**src/rtl/lpad_pkg.sv**
```systemverilog
package lpad_pkg;

  typedef enum logic {
    ST_IDLE   = 1'b0,
    ST_EXPECT = 1'b1
  } lpState_t;

  typedef enum logic [1:0] {
    KIND_OTHER    = 2'd0,
    KIND_INDIRECT = 2'd1,
    KIND_LPAD     = 2'd2,
    KIND_RSVD     = 2'd3
  } retireKind_t;

  localparam logic [1:0] PRIV_USER = 2'd0;
  localparam logic [1:0] PRIV_SUP  = 2'd1;
  localparam logic [1:0] PRIV_MACH = 2'd3;

  // strobes from control to datapath; at most one state strobe per cycle
  typedef struct packed {
    logic arm;
    logic disarm;
    logic saveClear;
    logic restore;
    logic raiseFault;
  } lpStrobes_t;

endpackage

```
**src/rtl/lpad_ctrl.sv**
```systemverilog
module lpad_ctrl
  import lpad_pkg::*;
#(
  parameter int CFG_W      = 64,
  parameter int SEC_W      = 64,
  parameter int ENV_EN_BIT = 2,
  parameter int SEC_EN_BIT = 10
) (
  input  logic             clk,
  input  logic             rstN,
  input  logic             retireValid,
  input  logic [1:0]       retireKind,
  input  logic [1:0]       privLevel,
  input  logic [CFG_W-1:0] userEnvCfg,
  input  logic [CFG_W-1:0] supEnvCfg,
  input  logic [SEC_W-1:0] machSecCfg,
  input  logic             trapEnter,
  input  logic             trapReturn,
  input  lpState_t         curState,
  output lpStrobes_t       strobes,
  output logic             swCheckFault
);

  logic trackEn;
  logic isLpad;

  always_comb begin
    case (privLevel)
      PRIV_USER: trackEn = userEnvCfg[ENV_EN_BIT];
      PRIV_SUP:  trackEn = supEnvCfg[ENV_EN_BIT];
      PRIV_MACH: trackEn = machSecCfg[SEC_EN_BIT];
      default:   trackEn = 1'b0;
    endcase
  end

  assign isLpad = (retireKind == KIND_LPAD);

  always_comb begin
    strobes = '0;
    if (trapEnter) begin
      strobes.saveClear = 1'b1;
    end else if (trapReturn) begin
      strobes.restore = 1'b1;
    end else if (retireValid) begin
      if (!trackEn) begin
        strobes.disarm = (curState == ST_EXPECT);
      end else if (curState == ST_IDLE) begin
        strobes.arm = (retireKind == KIND_INDIRECT);
      end else if (isLpad) begin
        strobes.disarm = 1'b1;
      end else begin
        strobes.raiseFault = 1'b1;
      end
    end
  end

  always_ff @(posedge clk) begin
    if (!rstN) swCheckFault <= 1'b0;
    else       swCheckFault <= strobes.raiseFault;
  end

  // a fault cycle follows an edge where the state did not move
  p_fault_hold_r4 : assert property (@(posedge clk) disable iff (!rstN)
    swCheckFault |-> (curState == ST_EXPECT) && (curState == $past(curState)));

  // disabled level: no fault and idle afterwards
  p_disabled_quiet_r6 : assert property (@(posedge clk) disable iff (!rstN)
    (retireValid && !trackEn && !trapEnter && !trapReturn)
      |=> (!swCheckFault && curState == ST_IDLE));

endmodule

```
**src/rtl/lpad_datapath.sv**
```systemverilog
module lpad_datapath
  import lpad_pkg::*;
(
  input  logic       clk,
  input  logic       rstN,
  input  lpStrobes_t strobes,
  output lpState_t   curState,
  output logic       savedBit
);

  lpState_t nextState;
  logic     nextSaved;

  always_comb begin
    nextState = curState;
    nextSaved = savedBit;
    if (strobes.saveClear) begin
      nextSaved = curState;
      nextState = ST_IDLE;
    end else if (strobes.restore) begin
      nextState = lpState_t'(savedBit);
      nextSaved = 1'b0;
    end else if (strobes.arm) begin
      nextState = ST_EXPECT;
    end else if (strobes.disarm) begin
      nextState = ST_IDLE;
    end
  end

  always_ff @(posedge clk) begin
    if (!rstN) begin
      curState <= ST_IDLE;
      savedBit <= 1'b0;
    end else begin
      curState <= nextState;
      savedBit <= nextSaved;
    end
  end

  p_one_strobe_r7 : assert property (@(posedge clk) disable iff (!rstN)
    $onehot0({strobes.arm, strobes.disarm, strobes.saveClear, strobes.restore}));

  p_arm_sets_r2 : assert property (@(posedge clk) disable iff (!rstN)
    strobes.arm |=> curState == ST_EXPECT);

endmodule

```
**src/rtl/lpad_tracker.sv**
```systemverilog
module lpad_tracker
  import lpad_pkg::*;
#(
  parameter int CFG_W      = 64,
  parameter int SEC_W      = 64,
  parameter int ENV_EN_BIT = 2,
  parameter int SEC_EN_BIT = 10
) (
  input  logic             clk,
  input  logic             rstN,
  input  logic             retireValid,
  input  logic [1:0]       retireKind,
  input  logic [1:0]       privLevel,
  input  logic [CFG_W-1:0] userEnvCfg,
  input  logic [CFG_W-1:0] supEnvCfg,
  input  logic [SEC_W-1:0] machSecCfg,
  input  logic             trapEnter,
  input  logic             trapReturn,
  output logic             lpState,
  output logic             savedLp,
  output logic             swCheckFault
);

  lpStrobes_t strobes;
  lpState_t   curState;

  lpad_ctrl #(
    .CFG_W(CFG_W), .SEC_W(SEC_W),
    .ENV_EN_BIT(ENV_EN_BIT), .SEC_EN_BIT(SEC_EN_BIT)
  ) u_ctrl (
    .clk(clk), .rstN(rstN),
    .retireValid(retireValid), .retireKind(retireKind), .privLevel(privLevel),
    .userEnvCfg(userEnvCfg), .supEnvCfg(supEnvCfg), .machSecCfg(machSecCfg),
    .trapEnter(trapEnter), .trapReturn(trapReturn),
    .curState(curState), .strobes(strobes), .swCheckFault(swCheckFault)
  );

  lpad_datapath u_dp (
    .clk(clk), .rstN(rstN), .strobes(strobes),
    .curState(curState), .savedBit(savedLp)
  );

  assign lpState = curState;

  p_trap_save_r7 : assert property (@(posedge clk) disable iff (!rstN)
    trapEnter |=> (savedLp == $past(lpState)) && !lpState && !swCheckFault);

  p_trap_return_r8 : assert property (@(posedge clk) disable iff (!rstN)
    (trapReturn && !trapEnter) |=> (lpState == $past(savedLp)) && !savedLp);

  p_hold_r9 : assert property (@(posedge clk) disable iff (!rstN)
    (!retireValid && !trapEnter && !trapReturn)
      |=> $stable(lpState) && $stable(savedLp) && !swCheckFault);

endmodule

```
**config.mk**
```make
export PLATFORM = sky130hd
export DESIGN_NAME = lpad_tracker
export DESIGN_NICKNAME = d
export VERILOG_FILES = /design/src/rtl/lpad_pkg.sv /design/src/rtl/lpad_ctrl.sv /design/src/rtl/lpad_datapath.sv /design/src/rtl/lpad_tracker.sv
export SDC_FILE = /design/constraint.sdc
export NUM_CORES = 1
export LEC_CHECK = 0
export ABC_CLOCK_PERIOD_IN_PS = 3500
export BUFFER_PORTS_ARGS = -buffer_cell sky130_fd_sc_hd__buf_2
export CAP_MARGIN = 25
export CORE_AREA = 4 4 78 80
export CTS_CLUSTER_SIZE = 12
export DETAILED_ROUTE_END_ITERATION = 10
export DIE_AREA = 0 0 82 84
export HOLD_SLACK_MARGIN = 0.1
export SYNTH_ARGS = -nofsm -noshare
export SYNTH_HDL_FRONTEND = slang
export SYNTH_SLANG_ARGS = --single-unit
```
**constraint.sdc**
```tcl
create_clock -name clk -period 3.5 [get_ports clk]
set_input_delay 0.7 -clock clk [delete_from_list [all_inputs] [get_ports clk]]
set_output_delay 0.7 -clock clk [all_outputs]
set_load 0.005 [all_outputs]
```
==> results.toml, run 1 <==
[worst_setup_path]
crit_buf_inv = 1
crit_slowest_cell = "mux2_4"
crit_type = "in2reg"
start_kind = "input pin"
cp_num_cells = 5
crit_fanout = 3
endpoint_kind = "flip-flop"
critical-path-top-delay-family = "compound AO/OA/AOI/OAI gates"
reg2reg_depth = 4
path_cells = "buf_2 -> mux2_4 -> a21oi_2 -> o21ai_0 -> a32o_1"
cpPeakStageDelay_ns = 0.29
worstPathRequired_ns = 3.60
crit_arrival_ns = 1.64

[place]
place_hpwl_um = 601.2
dp.cells = 107
place_area_um2 = 340.3
dp_slack_ns = 1.723
io_buffers = 14
gp_congestion = 0.6142

[finish]
fill_cells = 655
fin_util_pct = 7.130
antenna_cells = 0
fin_area_um2 = 385.4
fin_cells = 111
area_delta_synth_final_pct = 113.9
drive_above_1_share_pct = 48.72
fin_nets = 241

[timing]
drv_slew = 0
slew_headroom_pct = 75.30
tightest_slew_ns = 0.3697
finalHoldViolCount = 0
setup_tns_ns = 0
fin_worst_skew_ns = 0.002834
fin_crit_sh_pct = 43.84
fin_crit_ns = 1.535
max_freq_ghz = 0.6517
rsz0062_at_grt = "false"
whs_ns = 0.5116
setup_slack_ns = 1.965
setup_violations = 0

[synthesis]
synth_top_area_share_pct = 33.33
synth_area_per_cell_um2 = 8.580
synth_nets = 222
ys_warn_count = 0
ys_seq_area_share_pct = 33.33
synthTopCellsByArea = "dfxtp_1 33%, nor3b_1 13%, mux2_4 8.3%"
yosys.cell_types.count = 15
syn_area_um2 = 180.2
synthCells = 21
synth_largest_area_cell = "dfxtp_1"
synth_seq_cells = 3

[clock_tree]
cts_sinks = 3
cts_setup_buffers = 0
cts_tree = "yes"
clk_pin_slew_ns = 0.03
cts_max_path_buffers = 2
htreeDepth = 1
holdBufCountCts = 0
worst_skew_pair.late_latency_ns = 0.21
root_buffer = "clkbuf_8"
numCtsBuffers = 3
cts_resized = 0

[floorplan]
io_pins = 204
dieArea_um2 = 6888
num_rows = 27
die_w_um = 82
start_util_pct = 3.333
core_area_um2 = 5405
die_h_um = 84

[routing]
num_vias = 217
first_pass_iters = 4
totalWireLength_um = 690
wl_per_cell_um = 6.216
viasPerCell = 1.955
drc = 0
drtIter0Drc = 2
route.antenna.remaining_nets = 0

[grt]
grt_use_met2_pct = 2.425
overflow = 0
antenna_found_initial = 0
busiest_layer = "met1"
grt_pass1_wl_mm = 1.000
grt_pass1_vias = 212
met3_usage_pct = 0.9719
grt_usage_pct = 2.077
grt_max_degree = 6
met1_usage_pct = 2.703

[job]
maxCapViolCount = 0

[pwr]
ir_drop_mv = 0.07022
design_power_total_uw = 148.7
power_density_nw_per_um2 = 385.9
power_leakage_nw = 0.1402

[status]
status = "completed"

[hold_path]
hold_class = "reg2reg"
hold_depth = 2
## cells in the final DEF (no fill, tap or decap), types with 2 or more instances in the layout
| cell type | netlist | routed |
|---|---|---|
| buf_2 | 0 | 14 |
| nor3b_1 | 3 | 3 |
| clkbuf_8 | 0 | 3 |
| dfxtp_1 | 3 | 3 |
| nand3_1 | 2 | 2 |
| nor2b_1 | 2 | 2 |
## registers in the layout, summed over array words and instances, names as in the netlist
register and count:
u_ctrl.swCheckFault 1, u_dp.curState 1, u_dp.savedBit 1
## where the power goes
group          total, mW  switching (mW)  leakage, nW  internal (mW)
Sequential        0.0346       0.0000543       0.0242         0.0345
Clock             0.0997          0.0221       0.0228         0.0776
Combinational     0.0144         0.00648       0.0933        0.00796
## worst min-delay path, cell delays in order (launching register included)
cell and delay, ns:
dfxtp_1 0.33, nand3_1 0.08, nor3_1 0.04
## synth_stat cells, drive strengths merged
master and count:
nand2 1, nor4bb 1, inv 1, nor3 1, a32o 1, nor2 1
nand3 2, nor2b 2, nor3b 3, o21ai 2, dfxtp 3, mux2 1
a21oi 2
## cell families after synthesis
logic type | share of synthesized area (%)
DFF | 33.33
buffers and inverters | 2.081
AOI/OAI and AO/OA | 18.74
muxes | 8.331
and+or+nand+nor | 37.49
## cell type report
cell class | instances | area, µm² | share of cell area (%)
timing repair buffer | 14 | 70.07 | 18.18
inverter | 1 | 3.754 | 0.9740
clock buffer | 4 | 45.04 | 11.69
multi-input combinational | 17 | 116.4 | 30.19
tap | 72 | 90.09 | 23.38
sequential | 3 | 60.06 | 15.58
## per-layer routing
layer  vias up  routed length [µm]
met1        88                 342
met5         -                   0
li1        114                   -
met4         0                   0
met2        15                 265
met3         0                  82
## final timing paths
check / endpoint / slack (ns) / from
setup / recovery: u_dp.curState$_SDFFE_PP0P_ / 1.97 / privLevel[1]
setup reg to reg: u_dp.curState$_SDFFE_PP0P_ / 2.56 / u_dp.curState$_SDFFE_PP0P_
hold reg to reg: u_ctrl.swCheckFault$_SDFF_PP0_ / 0.51 / u_dp.curState$_SDFFE_PP0P_
hold / removal: u_ctrl.swCheckFault$_SDFF_PP0_ / 0.51 / u_dp.curState$_SDFFE_PP0P_
No activity file was read; power rests on OpenSTA's default activity.
==> run 2: changes to the inputs <==
--- a/config.mk
+++ b/config.mk
@@ -5,7 +5,7 @@
 export SDC_FILE = /design/constraint.sdc
 export NUM_CORES = 1
 export LEC_CHECK = 0
-export ABC_CLOCK_PERIOD_IN_PS = 3500
+export ABC_CLOCK_PERIOD_IN_PS = 1300
 export BUFFER_PORTS_ARGS = -buffer_cell sky130_fd_sc_hd__buf_2
 export CAP_MARGIN = 25
 export CORE_AREA = 4 4 78 80
==> constraint.sdc (replaced) <==
create_clock -name clk -period 1.3 [get_ports clk]
set_input_delay 0.26 -clock clk [delete_from_list [all_inputs] [get_ports clk]]
set_output_delay 0.26 -clock clk [all_outputs]
set_load 0.005 [all_outputs]
==> run 2 against run 1 <==
  * Routed wire length shrank 2.2%
  * Non-clock buffer count grew 1
  * Via count grew 5.1%
  * Total power grew to 2.7 times the previous value
  * Sequential share of layout area shrank 0.30 points
  * Worst hold slack lost 0.20 ns
  * Die area is the same
  * Utilization grew 0.14 points
  * Critical endpoint unchanged
==> results.toml, run 2 (synthesized netlist as in run 1, its figures left out) <==
[clock_tree]
clk_pin_slew_ns = 0.03
cts_sinks = 3
cts_setup_buffers = 0
numCtsBuffers = 3
cts_resized = 0
cts_max_path_buffers = 2
htreeDepth = 1
holdBufCountCts = 0
worst_skew_pair.late_latency_ns = 0.22
cts_tree = "yes"
root_buffer = "clkbuf_8"

[finish]
fill_cells = 651
drive_above_1_share_pct = 50.00
final_common_cell = "buf_2"
fin_area_um2 = 392.9
area_delta_synth_final_pct = 118.1
fin_cells = 112
fin_util_pct = 7.269
most-common-layout-cells = "14 x buf_2, 3 x nor3b_1, 3 x clkbuf_8, 3 x dfxtp_1"
top_regs = "u_ctrl.swCheckFault x1, u_dp.curState x1, u_dp.savedBit x1"
antenna_cells = 0
fin_nets = 242

[worst_setup_path]
crit_type = "in2reg"
crit_arrival_ns = 1.20
worstPathRequired_ns = 1.40
crit_slowest_cell = "mux2_4"
cpPeakStageDelay_ns = 0.29
crit_buf_inv = 1
endpoint_kind = "flip-flop"
critical-path-top-delay-family = "compound AO/OA/AOI/OAI gates"
start_kind = "input pin"
path_cells = "buf_2 -> mux2_4 -> a21oi_2 -> o21ai_0 -> a32o_1"
crit_fanout = 3

[pwr]
power_density_nw_per_um2 = 1032
power_leakage_nw = 0.1448
ir_drop_mv = 0.1601
design_power_total_uw = 405.5

[timing]
fin_crit_sh_pct = 84.67
setup_tns_ns = 0
rsz0062_at_grt = "false"
slew_headroom_pct = 76.51
drv_slew = 0
fin_worst_skew_ns = 0.001475
max_freq_ghz = 0.9085
setup_violations = 0
fin_crit_ns = 1.101
finalHoldViolCount = 0
tightest_slew_ns = 0.3516

[grt]
antenna_found_initial = 0
grt_pass1_wl_mm = 1.028
grt_max_degree = 6
grt_pass1_vias = 220
grt_usage_pct = 2.076
overflow = 0

[floorplan]
die_h_um = 84
num_rows = 27
io_pins = 204
die_w_um = 82
start_util_pct = 3.333
dieArea_um2 = 6888
core_area_um2 = 5405

[routing]
drc = 0
totalWireLength_um = 675
first_pass_iters = 2
route.antenna.remaining_nets = 0
num_vias = 228
drtIter0Drc = 2
wl_per_cell_um = 6.027
viasPerCell = 2.036

[hold_path]
hold_class = "in2reg"

[status]
status = "completed"

[job]
maxCapViolCount = 0

[place]
io_buffers = 14
gp_congestion = 0.6140
place_area_um2 = 347.8
dp.cells = 108
[run 2: cell types whose count changed in the layout (fill, tap and decap cells not counted), sizes merged]
cell and delta:
buf +1
[run 2: worst paths after layout]
check / slack, ns / startpoint / end / depth (start not counted)
worst max-delay path: 0.20 / privLevel[1] / u_dp.curState$_SDFFE_PP0P_ / 5
worst min-delay path: 0.32 / rstN / u_dp.savedBit$_SDFFE_PN0P_ / 2
worst max register to register: 0.36 / u_dp.curState$_SDFFE_PP0P_ / u_dp.curState$_SDFFE_PP0P_ / 4
worst min register to register: 0.50 / u_dp.curState$_SDFFE_PP0P_ / u_ctrl.swCheckFault$_SDFF_PP0_ / 2
[run 2: metrics by stage]
stage          hold slack (ns)  setup WS (ns)
3_5_place_dp            0.5014       -0.04758
5_1_grt                 0.3454         0.1423
3_3_place_gp            0.5064       -0.03121
4_1_cts                 0.3060         0.1790
2_1_floorplan           0.3882         0.1684
6_report                0.3152         0.1992
[run 2: cell type report]
class,count,area (µm²),share of cell area [%]
clock buffer,4,45.04,11.46
inverter,1,3.754,0.9554
multi-input combinational,17,116.4,29.62
sequential,3,60.06,15.29
tap,72,90.09,22.93
timing repair buffer,15,77.57,19.75
[run 2: report_power, final]
group | internal, mW | switching (mW) | leakage [nW] | total (mW)
combinational | 0.0244 | 0.0183 | 0.0979 | 0.0427
sequential | 0.0929 | 0.000140 | 0.0242 | 0.0930
clock | 0.209 | 0.0607 | 0.0228 | 0.270
total | 0.326 | 0.0792 | 0.145 | 0.406
[run 2: layer usage]
metal | global-route usage (%) | part of all wire (%)
met2 | 2.572 | 38
met5 | 0 | 0
met3 | 0.9719 | 11
met4 | 1.813 | 2.5
met1 | 2.571 | 48
